===== config.mk =====
export PLATFORM = sky130hd
export DESIGN_NAME = mac_hilo_unit
export DESIGN_NICKNAME = d
export VERILOG_FILES = /design/src/rtl/mac_pkg.sv /design/src/rtl/mac_size_detect.sv /design/src/rtl/mac_ctrl.sv /design/src/rtl/mac_datapath.sv /design/src/rtl/mac_hilo_unit.sv
export SDC_FILE = /design/constraint.sdc
export NUM_CORES = 2
export LEC_CHECK = 0
export BUFFER_PORTS_ARGS = -buffer_cell sky130_fd_sc_hd__buf_4
export CELL_PAD_IN_SITES_DETAIL_PLACEMENT = 1
export CELL_PAD_IN_SITES_GLOBAL_PLACEMENT = 1
export CORE_MARGIN = 2
export CORE_UTILIZATION = 51
export CTS_BUF_LIST = sky130_fd_sc_hd__clkbuf_4
export DETAILED_ROUTE_END_ITERATION = 16
export PLACE_DENSITY_LB_ADDON = 0.1
export SYNTH_ARGS = -nofsm -noshare
export SYNTH_HDL_FRONTEND = slang
export SYNTH_SLANG_ARGS = --single-unit

===== constraint.sdc =====
create_clock -name clk -period 18.2 [get_ports clk]
set_input_delay 1.82 -clock clk [delete_from_list [all_inputs] [get_ports clk]]
set_output_delay 1.82 -clock clk [all_outputs]
set_load 0.01 [all_outputs]

===== src/rtl/mac_pkg.sv =====
package mac_pkg;

  typedef logic [2:0] macOp_t;

  localparam macOp_t OP_MULT = 3'd0;
  localparam macOp_t OP_MADD = 3'd1;
  localparam macOp_t OP_MSUB = 3'd2;
  localparam macOp_t OP_MULR = 3'd3;
  localparam macOp_t OP_MFHI = 3'd4;
  localparam macOp_t OP_MFLO = 3'd5;

  // which slice of the second operand feeds the multiplier this cycle
  typedef enum logic [1:0] {
    PASS_FULL = 2'd0,
    PASS_LOW  = 2'd1,
    PASS_HIGH = 2'd2
  } passSel_e;

  typedef enum logic [1:0] {
    ACC_NONE = 2'd0,
    ACC_SET  = 2'd1,
    ACC_ADD  = 2'd2,
    ACC_SUB  = 2'd3
  } accMode_e;

  typedef struct packed {
    passSel_e passSel;
    logic     loadOps;
    logic     savePartial;
    accMode_e accMode;
    logic     mulrCapture;
    logic     wbFromPipe;
    logic     moveHi;
    logic     moveLo;
  } macStrobe_t;

endpackage


===== src/rtl/mac_size_detect.sv =====
module mac_size_detect #(
  parameter int W    = 32,
  parameter int HALF = W / 2
) (
  input  logic [W-1:0] opB,
  input  logic         isSigned,
  output logic         fitsHalf
);

  localparam int SIGN_SPAN = W - HALF + 1;

  logic [SIGN_SPAN-1:0] signBits;
  logic                 signedFits;
  logic                 unsignedFits;

  always_comb begin
    signBits     = opB[W-1:HALF-1];
    signedFits   = (&signBits) | ~(|signBits);
    unsignedFits = ~(|opB[W-1:HALF]);
    fitsHalf     = isSigned ? signedFits : unsignedFits;
  end

endmodule


===== src/rtl/mac_ctrl.sv =====
module mac_ctrl
  import mac_pkg::*;
(
  input  logic       clk,
  input  logic       rstN,
  input  logic       issueValid,
  input  macOp_t     issueOp,
  input  logic       fitsHalf,
  output logic       issueReady,
  output macStrobe_t strobe,
  output logic       wbValid
);

  logic   busy;
  logic   slowOp;
  logic   phaseHigh;
  logic   pipeValid;
  macOp_t curOp;

  logic isMulFam;
  logic isMove;
  logic midSlow;
  logic accept;

  always_comb begin
    isMulFam = (issueOp <= OP_MULR);
    isMove   = (issueOp == OP_MFHI) || (issueOp == OP_MFLO);
    midSlow  = busy && slowOp && !phaseHigh;

    if (isMulFam)    issueReady = !midSlow;
    else if (isMove) issueReady = !busy && !pipeValid;
    else             issueReady = 1'b1;

    accept = issueValid && issueReady;

    strobe            = '0;
    strobe.loadOps    = accept && isMulFam;
    strobe.moveHi     = accept && (issueOp == OP_MFHI);
    strobe.moveLo     = accept && (issueOp == OP_MFLO);
    strobe.wbFromPipe = pipeValid;

    if (busy) begin
      if (midSlow) begin
        strobe.passSel     = PASS_LOW;
        strobe.savePartial = 1'b1;
      end else begin
        strobe.passSel = slowOp ? PASS_HIGH : PASS_FULL;
        case (curOp)
          OP_MULT: strobe.accMode = ACC_SET;
          OP_MADD: strobe.accMode = ACC_ADD;
          OP_MSUB: strobe.accMode = ACC_SUB;
          default: strobe.mulrCapture = 1'b1;
        endcase
      end
    end
  end

  always_ff @(posedge clk or negedge rstN) begin
    if (!rstN) begin
      busy      <= 1'b0;
      slowOp    <= 1'b0;
      phaseHigh <= 1'b0;
      curOp     <= OP_MULT;
      pipeValid <= 1'b0;
      wbValid   <= 1'b0;
    end else begin
      if (strobe.loadOps) begin
        busy      <= 1'b1;
        slowOp    <= !fitsHalf;
        phaseHigh <= 1'b0;
        curOp     <= issueOp;
      end else if (midSlow) begin
        phaseHigh <= 1'b1;
      end else if (busy) begin
        busy <= 1'b0;
      end
      pipeValid <= strobe.mulrCapture;
      wbValid   <= pipeValid || strobe.moveHi || strobe.moveLo;
    end
  end

endmodule


===== src/rtl/mac_datapath.sv =====
module mac_datapath
  import mac_pkg::*;
#(
  parameter int W    = 32,
  parameter int HALF = W / 2
) (
  input  logic         clk,
  input  logic         rstN,
  input  logic [W-1:0] opA,
  input  logic [W-1:0] opB,
  input  logic         isSigned,
  input  macStrobe_t   strobe,
  output logic [W-1:0] wbData
);

  localparam int AW   = W + 1;
  localparam int BW   = HALF + 1;
  localparam int PW   = AW + BW;
  localparam int ACCW = 2 * W;

  logic [W-1:0]    aReg;
  logic [W-1:0]    bReg;
  logic            signedReg;
  logic [ACCW-1:0] partial;
  logic [W-1:0]    hiReg;
  logic [W-1:0]    loReg;
  logic [W-1:0]    pipeData;

  logic [AW-1:0]          aExt;
  logic [BW-1:0]          bSlice;
  logic signed [PW-1:0]   prodNarrow;
  logic [ACCW-1:0]        prodWide;
  logic [ACCW-1:0]        total;
  logic [ACCW-1:0]        accNow;
  logic [ACCW-1:0]        accNext;

  always_comb begin
    aExt = {signedReg & aReg[W-1], aReg};
    case (strobe.passSel)
      PASS_LOW:  bSlice = {1'b0, bReg[HALF-1:0]};
      PASS_HIGH: bSlice = {signedReg & bReg[W-1], bReg[W-1:HALF]};
      default:   bSlice = bReg[HALF:0];
    endcase
    prodNarrow = $signed(aExt) * $signed(bSlice);
    prodWide   = {{(ACCW-PW){prodNarrow[PW-1]}}, prodNarrow};
    total      = (strobe.passSel == PASS_HIGH) ? partial + (prodWide << HALF) : prodWide;

    accNow = {hiReg, loReg};
    case (strobe.accMode)
      ACC_SET: accNext = total;
      ACC_ADD: accNext = accNow + total;
      ACC_SUB: accNext = accNow - total;
      default: accNext = accNow;
    endcase
  end

  always_ff @(posedge clk or negedge rstN) begin
    if (!rstN) begin
      aReg      <= '0;
      bReg      <= '0;
      signedReg <= 1'b0;
      partial   <= '0;
      hiReg     <= '0;
      loReg     <= '0;
      pipeData  <= '0;
      wbData    <= '0;
    end else begin
      if (strobe.loadOps) begin
        aReg      <= opA;
        bReg      <= opB;
        signedReg <= isSigned;
      end
      if (strobe.savePartial) partial <= prodWide;
      {hiReg, loReg} <= accNext;
      if (strobe.mulrCapture) pipeData <= total[W-1:0];
      if (strobe.wbFromPipe)  wbData <= pipeData;
      else if (strobe.moveHi) wbData <= hiReg;
      else if (strobe.moveLo) wbData <= loReg;
    end
  end

endmodule


===== src/rtl/mac_hilo_unit.sv =====
module mac_hilo_unit
  import mac_pkg::*;
#(
  parameter int DATA_W = 32
) (
  input  logic              clk,
  input  logic              rstN,
  input  logic              issueValid,
  input  logic [2:0]        issueOp,
  input  logic              isSigned,
  input  logic [DATA_W-1:0] opA,
  input  logic [DATA_W-1:0] opB,
  output logic              issueReady,
  output logic              wbValid,
  output logic [DATA_W-1:0] wbData
);

  localparam int HALF_W = DATA_W / 2;

  logic       fitsHalf;
  macStrobe_t strobe;

  mac_size_detect #(.W(DATA_W), .HALF(HALF_W)) uDetect (
    .opB      (opB),
    .isSigned (isSigned),
    .fitsHalf (fitsHalf)
  );

  mac_ctrl uCtrl (
    .clk        (clk),
    .rstN       (rstN),
    .issueValid (issueValid),
    .issueOp    (issueOp),
    .fitsHalf   (fitsHalf),
    .issueReady (issueReady),
    .strobe     (strobe),
    .wbValid    (wbValid)
  );

  mac_datapath #(.W(DATA_W), .HALF(HALF_W)) uData (
    .clk      (clk),
    .rstN     (rstN),
    .opA      (opA),
    .opB      (opB),
    .isSigned (isSigned),
    .strobe   (strobe),
    .wbData   (wbData)
  );

endmodule


==> metrics.cfg <==
[synthesis]
syn_avg_cell_area_um2 = 8.70
yosysSeqAreaShare_pct = 16.1
synth_area_um2 = 39100
ys_async_sr_fraction_pct = 100
synth_nets = 5330
synth_cells = 4493
synth_ff_type = dfrtp_1
synth_seq_cells = 251
synth_warnings = 0
synth_edf_count = 0
ys_types = 110

[grt]
grt_start_max_net_pins = 150
grt_overflow = 0
antenna_found_initial = 5
grtUsageTotal_pct = 34.5
grt_pass1_vias = 36100
grt_pass1_wl_um = 209000

[setup_path]
cpPeakStageDelay_ps = 720
timing.critical_path.arrival_ps = 14660
critPathKind = flip-flop to flip-flop
path_common_cell = fa_1
slowest_stage = buf_4
path_max_fanout = 76
start_kind = flip-flop
cp-end-kind = flip-flop
worstPathRequired_ps = 18980

[cts]
cts_tree = done
htree_levels = 3
postCtsResizedCells = 0
clk_latency_ps = 870
clockBufferDepth = 3
ctsHoldBuffers = 0
cts_root_buf = clkbuf_4
cts-buffers-inserted = 80
path_clk_slew_ps = 60
cts_sinks = 251
postCtsSetupBuffers = 0

[run]
cap_violations = 0

[timing]
fin_skew_ps = 83.2
slew_violations = 0
clock.fmax_ghz = 0.0720
finalSetupTns_ps = 0
slew_headroom_pct = 19.2
hold_viol_final = 0
worst_slew_pin_slew_ps = 1200
finalCriticalPeriod_ps = 13880
post-route-period-util_pct = 76.3
grt_setup_unrepaired = no
finalSetupViolations = 0
fin_ws_ps = 4320

[floorplanning]
core-area_um2 = 75900
dieArea_um2 = 78900
rows = 101
die_y_um = 281
initial_utilization_pct = 51.5
io-pin-count = 105
die_x_um = 281

[placed_design]
dp.cells = 5435
port_buffers = 104
gp_congestion = 0.929
dp_hpwl_um = 102000
placed_area_um2 = 40700
pre_cts_ws_ps = 4480

[routing]
via_per_inst = 5.91
antenna_left = 0
finalWirelength_um = 132000
wl_per_cell_um = 23.6
via_count = 33000
drt_first_pass_iters = 7
dr.first_iter.drc_count = 1943
drc = 0

[layout]
layout.cells.most_common = inv_1
final_cell_mix = 638 x inv_1, 580 x nand2_1, 538 x fa_1
fillers = 9062
final_nets = 5324
area_growth_pct = 6.69
drive_above_1_share_pct = 10.3
stdcell_count = 5580
stdcell_area_um2 = 41700

[min_path]
hp-class = flip-flop to flip-flop

[run_status]
status = finished clean

[sequential cells by signal, indices dropped and copies added, names as in the netlist]
register,count
uData.bReg,32
uCtrl.phaseHigh,1
uData.signedReg,1
uData.wbData,32
uCtrl.pipeValid,1
uCtrl.busy,1
uData.loReg,32
uCtrl.slowOp,1
uData.hiReg,32
uData.pipeData,32
uCtrl.curOp,3
uData.partial,50
uCtrl.wbValid,1
uData.aReg,32
[metrics by stage]
step / utilization (%) / hold slack, ps
after floorplan: - / 442
after global routing: 54.9 / 517
final: 54.9 / 475
after global placement: 53.6 / 456
after CTS: 54.9 / 477
after detailed placement: 53.6 / 463
[path summary, 6_finish.rpt]
path | start | to | slack, ps | cells after the start
worst min-delay path | uData.pipeData[10]$_DFFE_PN0P_ | uData.pipeData[10]$_DFFE_PN0P_ | 470 | 2
worst max-delay path | uCtrl.busy$_DFFE_PN0P_ | uData.hiReg[31]$_DFFE_PN0P_ | 4320 | 47
max in group asynchronous | rstN | uData.partial[16]$_DFFE_PN0P_ | 15620 | 2
worst min register to register | uData.pipeData[10]$_DFFE_PN0P_ | uData.pipeData[10]$_DFFE_PN0P_ | 470 | 2
min in group asynchronous | rstN | uData.aReg[9]$_DFFE_PN0P_ | 1020 | 1
worst max register to register | uCtrl.busy$_DFFE_PN0P_ | uData.hiReg[31]$_DFFE_PN0P_ | 4320 | 47
[worst max-delay path, delay by kind of cell, from the launching register on]
| kind | cells | cell delay (ps) |
|---|---|---|
| AO/OA/AOI/OAI | 11 | 2310 |
| adder cells (fa/ha/maj) | 9 | 4290 |
| XOR/XNOR | 6 | 1320 |
| flip-flops | 1 | 480 |
| AND/OR/NAND/NOR | 17 | 4510 |
| buffers and inverters | 4 | 870 |
[synthesized netlist by cell type (11+ instances only)]
cell type  number  share of area, %
inv_1         638               6.1
nand2_1       583               5.6
fa_1          538                28
dfrtp_1       251                16
a21oi_1       246               3.1
ha_1          228               7.3
and2_1        202               3.2
clkbuf_1      200               1.9
o21ai_0       200               2.6
nor2_1        179               1.7
xnor2_1       120               2.7
mux2_2        103               3.0
nor2b_1        86               1.4
xor2_1         84               1.9
nor3_1         70              0.90
a21o_1         69               1.3
mux2i_1        57               1.5
nand3_1        50              0.64
nand4_1        47              0.75
a221oi_1       37              0.83
a31oi_1        36              0.58
nand2b_1       36              0.58
and3_1         33              0.53
or2_2          25              0.40
o21a_1         24              0.46
o21bai_1       21              0.40
o221ai_1       21              0.47
a211oi_1       19              0.36
buf_1          18              0.17
o21ai_1        17              0.22
a22oi_1        16              0.31
o31ai_1        15              0.29
buf_2          12              0.15
a22o_1         11              0.25
nor4_1         11              0.18
[kinds of logic (layout without fill, tap and decap cells)]
logic type	after synthesis	count (layout)	synth area share, %
other	0	6	0
adder cells (fa/ha/maj)	766	766	34.8
flip-flops	251	251	16.1
AO/OA/AOI/OAI	857	857	14.3
XOR/XNOR	205	205	4.61
buffers and inverters	874	925	8.50
AND/OR/NAND/NOR	1379	1379	17.2
multiplexers	161	161	4.45
[cell type report]
class                           instances  area, um2  share of cell area (%)
Multi-Input combinational cell       3368      29600                    70.9
Sequential cell                       251       6280                    15.1
Inverter                              640       2400                    5.76
Tap cell                             1030       1290                    3.09
Timing Repair Buffer                  146       1120                    2.68
Clock buffer                          119        893                    2.14
Clock inverter                         20        128                   0.306
Antenna cell                            6       15.0                  0.0360
[routing by layer]
metal | vias up | share of wire, % | track usage, %
met3 | 214 | 5.6 | 4.57
li1 | 14800 | - | -
met2 | 909 | 47 | 57.3
met4 | 0 | 2.5 | 9.60
met5 | - | 0 | 0
met1 | 17100 | 44 | 47.3
Power is left out: the tool's default activity adds up to more than one toggle a clock period on the data nets, which glitch-free logic cannot reach.
